[config.mk]
export PLATFORM = sky130hd
export DESIGN_NAME = ctl_fsm
export DESIGN_NICKNAME = d
export VERILOG_FILES = /design/src/rtl/ctl_fsm_pkg.sv /design/src/rtl/ctl_rst_sync.sv /design/src/rtl/ctl_sync_bus.sv /design/src/rtl/ctl_fsm_core.sv /design/src/rtl/ctl_out_reg.sv /design/src/rtl/ctl_fsm.sv
export SDC_FILE = /design/constraint.sdc
export NUM_CORES = 1
export LEC_CHECK = 0
export CELL_PAD_IN_SITES_DETAIL_PLACEMENT = 0
export CELL_PAD_IN_SITES_GLOBAL_PLACEMENT = 1
export CORE_MARGIN = 2
export CORE_UTILIZATION = 41
export DETAILED_ROUTE_END_ITERATION = 8
export PLACE_DENSITY = 0.77
export SYNTH_ARGS = -nofsm -noshare
export SYNTH_HDL_FRONTEND = slang
export SYNTH_SLANG_ARGS = --single-unit
[constraint.sdc]
create_clock -name clk_i -period 1.69 [get_ports clk_i]
set_input_delay 0.169 -clock clk_i [delete_from_list [all_inputs] [get_ports clk_i]]
set_output_delay 0.169 -clock clk_i [all_outputs]
set_load 0.01 [all_outputs]
[src/rtl/ctl_fsm_pkg.sv]
package ctl_fsm_pkg;

  // Strobe bundle, one bit per control output.
  typedef struct packed {
    logic latch_en;
    logic drive_en;
    logic load_en;
    logic count_en;
  } ctl_word_t;

  // Inclusive state ranges that select each strobe.
  localparam int unsigned LATCH_FIRST = 1;
  localparam int unsigned LATCH_LAST  = 4;
  localparam int unsigned DRIVE_FIRST = 5;
  localparam int unsigned DRIVE_LAST  = 12;
  localparam int unsigned LOAD_FIRST  = 13;
  localparam int unsigned LOAD_LAST   = 16;
  localparam int unsigned COUNT_FIRST = 17;

  // Strobe selection for one state value; unused encodings select nothing.
  function automatic ctl_word_t select_word(input int unsigned st, input int unsigned n_states);
    ctl_word_t w;
    w = '0;
    if (st < n_states) begin
      w.latch_en = (st >= LATCH_FIRST) && (st <= LATCH_LAST);
      w.drive_en = (st >= DRIVE_FIRST) && (st <= DRIVE_LAST);
      w.load_en  = (st >= LOAD_FIRST)  && (st <= LOAD_LAST);
      w.count_en = (st >= COUNT_FIRST);
    end
    return w;
  endfunction

endpackage

[src/rtl/ctl_rst_sync.sv]
module ctl_rst_sync #(
  parameter int unsigned DEPTH = 2
) (
  input  logic clk_i,
  input  logic arst_n_i,
  output logic rst_n_o
);

  logic [DEPTH-1:0] chain_q;

  // Assertion clears the chain at once; release ripples a one through it.
  always_ff @(posedge clk_i or negedge arst_n_i) begin
    if (!arst_n_i) begin
      chain_q <= '0;
    end else begin
      chain_q <= {chain_q[DEPTH-2:0], 1'b1};
    end
  end

  assign rst_n_o = chain_q[DEPTH-1];

endmodule

[src/rtl/ctl_sync_bus.sv]
module ctl_sync_bus #(
  parameter int unsigned WIDTH = 3,
  parameter int unsigned DEPTH = 2
) (
  input  logic             clk_i,
  input  logic             rst_n_i,
  input  logic [WIDTH-1:0] async_i,
  output logic [WIDTH-1:0] sync_o
);

  logic [WIDTH-1:0] stage_q [DEPTH];

  // Independent flop chain per bit; stage 0 is the capture flop.
  always_ff @(posedge clk_i or negedge rst_n_i) begin
    if (!rst_n_i) begin
      for (int i = 0; i < int'(DEPTH); i++) begin
        stage_q[i] <= '0;
      end
    end else begin
      stage_q[0] <= async_i;
      for (int i = 1; i < int'(DEPTH); i++) begin
        stage_q[i] <= stage_q[i-1];
      end
    end
  end

  assign sync_o = stage_q[DEPTH-1];

endmodule

[src/rtl/ctl_fsm_core.sv]
module ctl_fsm_core #(
  parameter int unsigned ST_W   = 5,
  parameter int unsigned NUM_ST = 20
) (
  input  logic            clk_i,
  input  logic            rst_n_i,
  input  logic            start_i,
  input  logic            hold_i,
  input  logic            abort_i,
  output logic [ST_W-1:0] state_o,
  output logic            illegal_o
);

  localparam int unsigned LAST_ST = NUM_ST - 1;

  logic [ST_W-1:0] state_q;
  logic [ST_W-1:0] state_d;
  int unsigned     cur_st;
  int unsigned     nxt_st;

  // Next-state decision.
  always_comb begin
    cur_st = 32'(state_q);
    nxt_st = cur_st;
    if (cur_st >= NUM_ST) begin
      nxt_st = 0;
    end else if (cur_st == 0) begin
      nxt_st = start_i ? 1 : 0;
    end else if (abort_i) begin
      nxt_st = 0;
    end else if (hold_i) begin
      nxt_st = cur_st;
    end else if (cur_st == LAST_ST) begin
      nxt_st = 0;
    end else begin
      nxt_st = cur_st + 1;
    end
    state_d = ST_W'(nxt_st);
  end

  // State register.
  always_ff @(posedge clk_i or negedge rst_n_i) begin
    if (!rst_n_i) begin
      state_q <= '0;
    end else begin
      state_q <= state_d;
    end
  end

  assign state_o   = state_q;
  assign illegal_o = (32'(state_q) >= NUM_ST);

endmodule

[src/rtl/ctl_out_reg.sv]
module ctl_out_reg
  import ctl_fsm_pkg::*;
#(
  parameter int unsigned ST_W   = 5,
  parameter int unsigned NUM_ST = 20
) (
  input  logic            clk_i,
  input  logic            rst_n_i,
  input  logic [ST_W-1:0] state_i,
  input  logic            illegal_i,
  output ctl_word_t       word_o,
  output logic            fault_o
);

  ctl_word_t word_d;
  logic      fault_d;

  always_comb begin
    word_d  = illegal_i ? '0 : select_word(32'(state_i), NUM_ST);
    fault_d = fault_o | illegal_i;
  end

  // Output register, reloaded on every edge.
  always_ff @(posedge clk_i or negedge rst_n_i) begin
    if (!rst_n_i) begin
      word_o  <= '0;
      fault_o <= 1'b0;
    end else begin
      word_o  <= word_d;
      fault_o <= fault_d;
    end
  end

endmodule

[src/rtl/ctl_fsm.sv]
module ctl_fsm
  import ctl_fsm_pkg::*;
#(
  parameter int unsigned ST_W       = 5,
  parameter int unsigned NUM_ST     = 20,
  parameter int unsigned SYNC_DEPTH = 2,
  parameter int unsigned RST_DEPTH  = 2
) (
  input  logic            clk_i,
  input  logic            rst_n_i,
  input  logic            start_i,
  input  logic            hold_i,
  input  logic            abort_i,
  output logic            latch_en_o,
  output logic            drive_en_o,
  output logic            load_en_o,
  output logic            count_en_o,
  output logic            fault_o,
  output logic [ST_W-1:0] state_o
);

  localparam int unsigned REQ_W = 3;

  logic             rst_n_sync;
  logic [REQ_W-1:0] req_sync;
  logic             start_s;
  logic             hold_s;
  logic             abort_s;
  logic             illegal;
  ctl_word_t        word;

  ctl_rst_sync #(
    .DEPTH (RST_DEPTH)
  ) u_rst (
    .clk_i    (clk_i),
    .arst_n_i (rst_n_i),
    .rst_n_o  (rst_n_sync)
  );

  ctl_sync_bus #(
    .WIDTH (REQ_W),
    .DEPTH (SYNC_DEPTH)
  ) u_sync (
    .clk_i   (clk_i),
    .rst_n_i (rst_n_sync),
    .async_i ({abort_i, hold_i, start_i}),
    .sync_o  (req_sync)
  );

  assign start_s = req_sync[0];
  assign hold_s  = req_sync[1];
  assign abort_s = req_sync[2];

  ctl_fsm_core #(
    .ST_W   (ST_W),
    .NUM_ST (NUM_ST)
  ) u_fsm (
    .clk_i     (clk_i),
    .rst_n_i   (rst_n_sync),
    .start_i   (start_s),
    .hold_i    (hold_s),
    .abort_i   (abort_s),
    .state_o   (state_o),
    .illegal_o (illegal)
  );

  ctl_out_reg #(
    .ST_W   (ST_W),
    .NUM_ST (NUM_ST)
  ) u_out (
    .clk_i     (clk_i),
    .rst_n_i   (rst_n_sync),
    .state_i   (state_o),
    .illegal_i (illegal),
    .word_o    (word),
    .fault_o   (fault_o)
  );

  assign latch_en_o = word.latch_en;
  assign drive_en_o = word.drive_en;
  assign load_en_o  = word.load_en;
  assign count_en_o = word.count_en;

endmodule

==> results of run 1 <==
## kinds of logic after synthesis
| kind of cell | after synthesis |
|---|---|
| simple gates | 25 |
| flops | 18 |
| compound gates | 15 |
| buf+inv | 7 |
| fa+ha+maj | 3 |
| other cells | 1 |
## flip-flops by register name (all words and copies together) (netlist names)
| signal | count |
|---|---|
| u_fsm.state_o | 5 |
| u_sync.stage_q | 3 |
| u_out.fault_o | 1 |
| u_sync.sync_o | 3 |
| u_out.word_o | 4 |
| u_rst.chain_q | 2 |
## power breakdown
| group | total (mW) | switching, mW | internal, mW |
|---|---|---|---|
| logic | 0.592 | 0.248 | 0.344 |
| registers | 0.519 | 0.0404 | 0.479 |
| clock network | 0.264 | 0.133 | 0.131 |
## path summary, 6_finish.rpt
| check | end | slack [ns] | from | depth (start not counted) |
|---|---|---|---|---|
| max | u_fsm.state_o[3] | -0.20 | u_fsm.state_o[0] | 5 |
| min | u_rst.chain_q[1] | 0.02 | rst_n_i | 1 |
| max reg2reg | u_fsm.state_o[3] | -0.20 | u_fsm.state_o[0] | 5 |
| min reg2reg | u_fsm.state_o[3] | 0.26 | u_rst.chain_q[1] | 0 |
| max in group asynchronous | u_fsm.state_o[1] | 0.98 | u_rst.chain_q[1] | 0 |
| min in group clk_i | u_sync.stage_q[4] | 0.31 | hold_i | 1 |
## what timing repair did
item | in CTS | in global routing
cloned | 0 | 0
setup buffers | 0 | 2
hold buffers | 0 | 0
pin swaps | 2 | 1
gates resized for setup | 2 | 3
endpoints found under the setup margin | 2 | 3
## through the flow
stage	hold slack [ns]	cell area, sq um	setup WS, ns
finish	0.0243	1130	-0.199
global route	0.0241	1130	-0.251
CTS	0.0268	1100	-0.190
detailed placement	0.287	1050	-0.183
global placement	0.280	1050	-0.141
floorplan	-0.127	797	-0.206
## per-layer routing
layer | GRT usage, % | wire length (microns) | vias up
met5 | 0 | 0 | -
met1 | 21.8 | 761 | 313
met2 | 31.6 | 836 | 18
li1 | - | - | 305
met4 | 11.7 | 61 | 0
met3 | 3.40 | 60 | 7
## worst reg2reg max path, cell delays in order (launching register included)
cell and delay [ns]:
dfrtp_2 0.44, ha_2 0.20, or4b_1 0.50, o2bb2ai_2 0.15, or4b_1 0.46, nand3_2 0.08
## cells in the final DEF (no fill, tap or decap), types with 3 or more instances in the layout
| master | count |
|---|---|
| buf_4 | 15 |
| clkbuf_4 | 3 |
| clkdlybuf4s50_1 | 14 |
| dfrtp_1 | 16 |
| nand2_1 | 4 |
| nand2b_1 | 3 |
| nand3_1 | 4 |
| nor2_1 | 4 |
| o21ai_0 | 3 |
## cell type report
cell class | instances | area, sq um | share of cell area [%]
repair buffers | 30 | 264 | 23.3
inverters | 4 | 15.0 | 1.32
clock buffers | 4 | 36.3 | 3.20
flip-flops and latches | 18 | 453 | 39.9
multi-input cells | 44 | 335 | 29.5
well taps | 25 | 31.3 | 2.76
==> flow_metrics.env, run 1 <==
export IMPL_n_antenna_cell=0
export IMPL_critical_path_buf_inv_count=0
export IMPL_fin_cells=125
export IMPL_crit_fanout=4
export IMPL_grt_max_degree=17
export IMPL_dp_cells=119
export IMPL_fin_util_pct=65.0
export IMPL_drc=0
export IMPL_tns_ns=-0.358
export IMPL_clock_latency_ns=0.30
export IMPL_drt_iter0_markers=27
export IMPL_die_area_sq_mm=0.00226
export IMPL_cts_buffers=3
export IMPL_clkTransAtPathRegs_ns=0.10
export IMPL_synth_xor_area_share_pct=0
export IMPL_ys_ff_latch=18
export IMPL_path_cells="ha_2 -> or4b_1 -> o2bb2ai_2 -> or4b_1 -> nand3_2"
export IMPL_worstPathRequired_ns=1.93
export IMPL_cap_violations=0
export IMPL_ys_warn_count=0
export IMPL_fillCellCount=145
export IMPL_cp_start_kind="register"
export IMPL_vdd_ir_drop_max_uv=747
export IMPL_synth_top_family_by_area="simple AND/OR/NAND/NOR gates"
export IMPL_clk_path_buf_depth=2
export IMPL_row_count=15
export IMPL_rsz0062_at_grt="true"
export IMPL_violations="setup timing"
export IMPL_crit_type="reg -> reg"
export IMPL_finalWorstSetupSlack_ns=-0.199
export IMPL_period_share_pct=112
export IMPL_drt_pass1_iter_count=4
export IMPL_maxSlewHeadroom_pct=57.7
export IMPL_endpoint_kind="register"
export IMPL_hp_class="in -> async"
export IMPL_synthTopCellsByArea="dfrtp_1, ha_1, nand3_1, or4b_1, nand2b_1"
export IMPL_routedWlPerCell_microns=13.8
export IMPL_post_synth_top_count_cell="dfrtp_1"
export IMPL_core_sq_mm=0.00175
export IMPL_path_delay_family="simple AND/OR/NAND/NOR gates"
export IMPL_synth_simple_area_share_pct=18.5
export IMPL_cp_common_cell="or4b_1"
export IMPL_cts_root_buf="clkbuf_4"
export IMPL_fin_skew_ns=0.00371
export IMPL_min_period_ns=1.89
export IMPL_routabilityCongestion=0.837
export IMPL_drive_above_1_share_pct=31.0
export IMPL_crit_arrival_ns=2.13
export IMPL_synth_compound_area_share_pct=13.5
export IMPL_hold_viol=0
export IMPL_synth_top_area_cell="dfrtp_1"
export IMPL_power_density_mw_per_mm2=1210
export IMPL_status="complete, but fails checks"
export IMPL_ys_flop_type="dfrtp_1"
export IMPL_synthTopCellsByCount="dfrtp_1, nand3_1, inv_1, nand2_1, nor2_1"
export IMPL_synth_edf_count=0
export IMPL_synth_adder_area_share_pct=4.84
export IMPL_fin_nets=109
export IMPL_synthCells=69
export IMPL_slew_viol_final=0
export IMPL_yosysTopAreaCellShare_pct=58.1
export IMPL_grt_antenna_before_repair=0
export IMPL_synth_mux_area_share_pct=0
export IMPL_cts_tree="done"
export IMPL_cp_slowest_cell="or4b_1"
export IMPL_start_util_pct=44.4
export IMPL_vias=643
export IMPL_ys_async_sr_fraction_pct=100
export IMPL_numPortBuffers=14
export IMPL_via_per_inst=5.14
export IMPL_die_w_microns=47.5
export IMPL_p_leak_nw=0.515
export IMPL_grt_pass1_vias=632
export IMPL_fmax_mhz=529
export IMPL_setup_viol=3
export IMPL_hpwl_mm=1.26
export IMPL_syn_to_final_growth_pct=46.3
export IMPL_antenna_left=0
export IMPL_drt_total_wl_mm=1.72
export IMPL_max_stage_delay_ns=0.50
export IMPL_synth_net_count=77
export IMPL_clock_sinks=18
export IMPL_total_power_mw=1.38
export IMPL_synth_cell_type_count=29
export IMPL_synth_area_sq_um=776
export IMPL_h_tree_depth=1
export IMPL_grt_util_all_layers_pct=18.7
export IMPL_worstMarginPinSlew_ns=0.635
export IMPL_postSynthAreaPerCell_sq_um=11.2
export IMPL_grt_pass1_wl_mm=2.78
export IMPL_fp_dieH_microns=47.5
export IMPL_overflow=0
export IMPL_io_pins=15
export IMPL_seq_area_frac_synth_pct=58.1
Power figures use the tool's default switching activity.
==> inputs of run 2 (changes only) <==
--- a/config.mk
+++ b/config.mk
@@ -11,6 +11,7 @@
 export CORE_UTILIZATION = 41
 export DETAILED_ROUTE_END_ITERATION = 8
 export PLACE_DENSITY = 0.77
+export RECOVER_POWER = 25
 export SYNTH_ARGS = -nofsm -noshare
 export SYNTH_HDL_FRONTEND = slang
 export SYNTH_SLANG_ARGS = --single-unit
==> run 2 against run 1 <==
The run still ends with setup timing left. Wire length barely moved. Combinational power barely moved. Clock skew did not move. Non-clock buffer count did not move. Final area did not move. Hold slack improved by 0.069 ns. Global-route usage did not move. Maximum frequency barely moved. Core utilization did not move. Die area did not move. Critical path depth did not move. Largest cell class unchanged. Highest routed layer unchanged.
==> flow_metrics.env, run 2 (synthesized netlist as in run 1, its figures left out) <==
export IMPL_start_util_pct=44.4
export IMPL_fin_util_pct=65.0
export IMPL_hp_class="in -> async"
export IMPL_layout_commonest_cell="dfrtp_1"
export IMPL_cts_root_buf="clkbuf_4"
export IMPL_power_density_mw_per_mm2=1210
export IMPL_largest_reg_flops=5
export IMPL_layout_common_cells="dfrtp_1, buf_4, clkdlybuf4s50_1"
export IMPL_hold_slack_ns=0.0935
export IMPL_endpoint_kind="register"
export IMPL_cts_buffers=3
export IMPL_status="complete, but fails checks"
export IMPL_p_leak_nw=0.516
export IMPL_max_stage_delay_ns=0.50
export IMPL_die_area_sq_mm=0.00226
export IMPL_grt_util_all_layers_pct=18.7
export IMPL_crit_arrival_ns=2.13
export IMPL_rsz0062_at_grt="true"
export IMPL_io_pins=15
export IMPL_violations="setup timing"
export IMPL_fin_nets=109
export IMPL_clk_path_buf_depth=2
export IMPL_crit_fanout=4
export IMPL_cap_violations=0
export IMPL_crit_type="reg -> reg"
export IMPL_setup_viol=3
export IMPL_routedWlPerCell_microns=13.7
export IMPL_worstPathRequired_ns=1.93
export IMPL_grt_pass1_vias=632
export IMPL_antenna_left=0
export IMPL_clock_latency_ns=0.30
export IMPL_numPortBuffers=14
export IMPL_grt_max_degree=17
export IMPL_drt_total_wl_mm=1.72
export IMPL_overflow=0
export IMPL_n_antenna_cell=0
export IMPL_worstMarginPinSlew_ns=0.635
export IMPL_slew_viol_final=0
export IMPL_finalWorstSetupSlack_ns=-0.199
export IMPL_drive_above_1_share_pct=31.0
export IMPL_row_count=15
export IMPL_clock_sinks=18
export IMPL_fin_skew_ns=0.00371
export IMPL_die_w_microns=47.5
export IMPL_grt_antenna_before_repair=0
export IMPL_core_sq_mm=0.00175
export IMPL_cp_slowest_cell="or4b_1"
export IMPL_r2r_cells=5
export IMPL_min_period_ns=1.89
export IMPL_path_cells="ha_2 -> or4b_1 -> o2bb2ai_2 -> or4b_1 -> nand3_2"
export IMPL_cp_common_cell="or4b_1"
export IMPL_routabilityCongestion=0.837
export IMPL_clkTransAtPathRegs_ns=0.10
export IMPL_fp_dieH_microns=47.5
export IMPL_hold_viol=0
export IMPL_syn_to_final_growth_pct=46.3
export IMPL_h_tree_depth=1
export IMPL_drt_iter0_markers=27
export IMPL_drt_pass1_iter_count=4
export IMPL_drc=0
export IMPL_grt_pass1_wl_mm=2.78
export IMPL_via_per_inst=5.14
export IMPL_period_share_pct=112
export IMPL_fmax_mhz=530
export IMPL_vdd_ir_drop_max_uv=747
export IMPL_cts_tree="done"
export IMPL_vias=643
export IMPL_tns_ns=-0.358
export IMPL_hpwl_mm=1.26
export IMPL_cp_start_kind="register"
export IMPL_maxSlewHeadroom_pct=57.7
## run 2: cell types whose count changed in the layout (fill, tap and decap cells not counted), sizes merged
cell | previous run | this run
dlygate4sd3 | 0 | 4
clkdlybuf4s50 | 14 | 10
## run 2: final timing paths
check | start | to | slack [ns]
min in group clk_i | u_sync.stage_q[4] | u_sync.sync_o[1] | 0.36
worst min-delay path | rst_n_i | u_rst.chain_q[1] | 0.09
worst max-delay path | u_fsm.state_o[0] | u_fsm.state_o[3] | -0.20
worst max register to register | u_fsm.state_o[0] | u_fsm.state_o[3] | -0.20
worst min register to register | u_rst.chain_q[1] | u_fsm.state_o[3] | 0.26
max in group asynchronous | u_rst.chain_q[1] | u_fsm.state_o[1] | 0.98
## run 2: where the power goes
part	internal [mW]	switching (mW)	total, mW
Combinational	0.342	0.248	0.590
Sequential	0.479	0.0404	0.519
Clock	0.131	0.133	0.264
## run 2: layout make-up
| cell class | instances | area, sq um |
|---|---|---|
| clock buffer | 4 | 36.3 |
| fill | 145 | 611 |
| inverter | 4 | 15.0 |
| multi-input combinational | 44 | 335 |
| sequential | 18 | 453 |
| tap | 25 | 31.3 |
| timing repair buffer | 30 | 264 |
## run 2: per-stage QoR
| step | instances | power (mW) | worst slack (ns) | instance area [sq um] |
|---|---|---|---|---|
| final | 125 | 1.37 | -0.199 | 1130 |
| after global routing | 125 | 1.47 | -0.251 | 1130 |
| after CTS | 123 | 1.35 | -0.190 | 1100 |
| after detailed placement | 119 | 1.08 | -0.183 | 1050 |
| after global placement | 119 | 1.07 | -0.141 | 1050 |
| after floorplan | 69 | 0.801 | -0.206 | 797 |
## run 2: repair_timing
action                     4_1_cts  5_1_grt
hold buffers                     0        0
setup endpoints to repair        2        3
hold endpoints to repair         0        0
buffers inserted                 0        2
cloned                           0        0
pin swaps                        2        1
gates resized for setup          2        3
## run 2: worst max-delay path: cells and delay by family, from the launching register on
family	cells	cell delay [ns]
DFF	1	0.44
and+or+nand+nor	3	1.04
adders and majority gates	1	0.20
AOI/OAI and AO/OA	1	0.15
## run 2: metal layers
| layer | global-route usage [%] | vias to the layer above | part of all wire [%] |
|---|---|---|---|
| li1 | - | 305 | - |
| met1 | 21.8 | 313 | 44 |
| met2 | 31.6 | 18 | 49 |
| met3 | 3.40 | 7 | 3.5 |
| met4 | 11.7 | 0 | 3.6 |
| met5 | 0 | - | 0 |
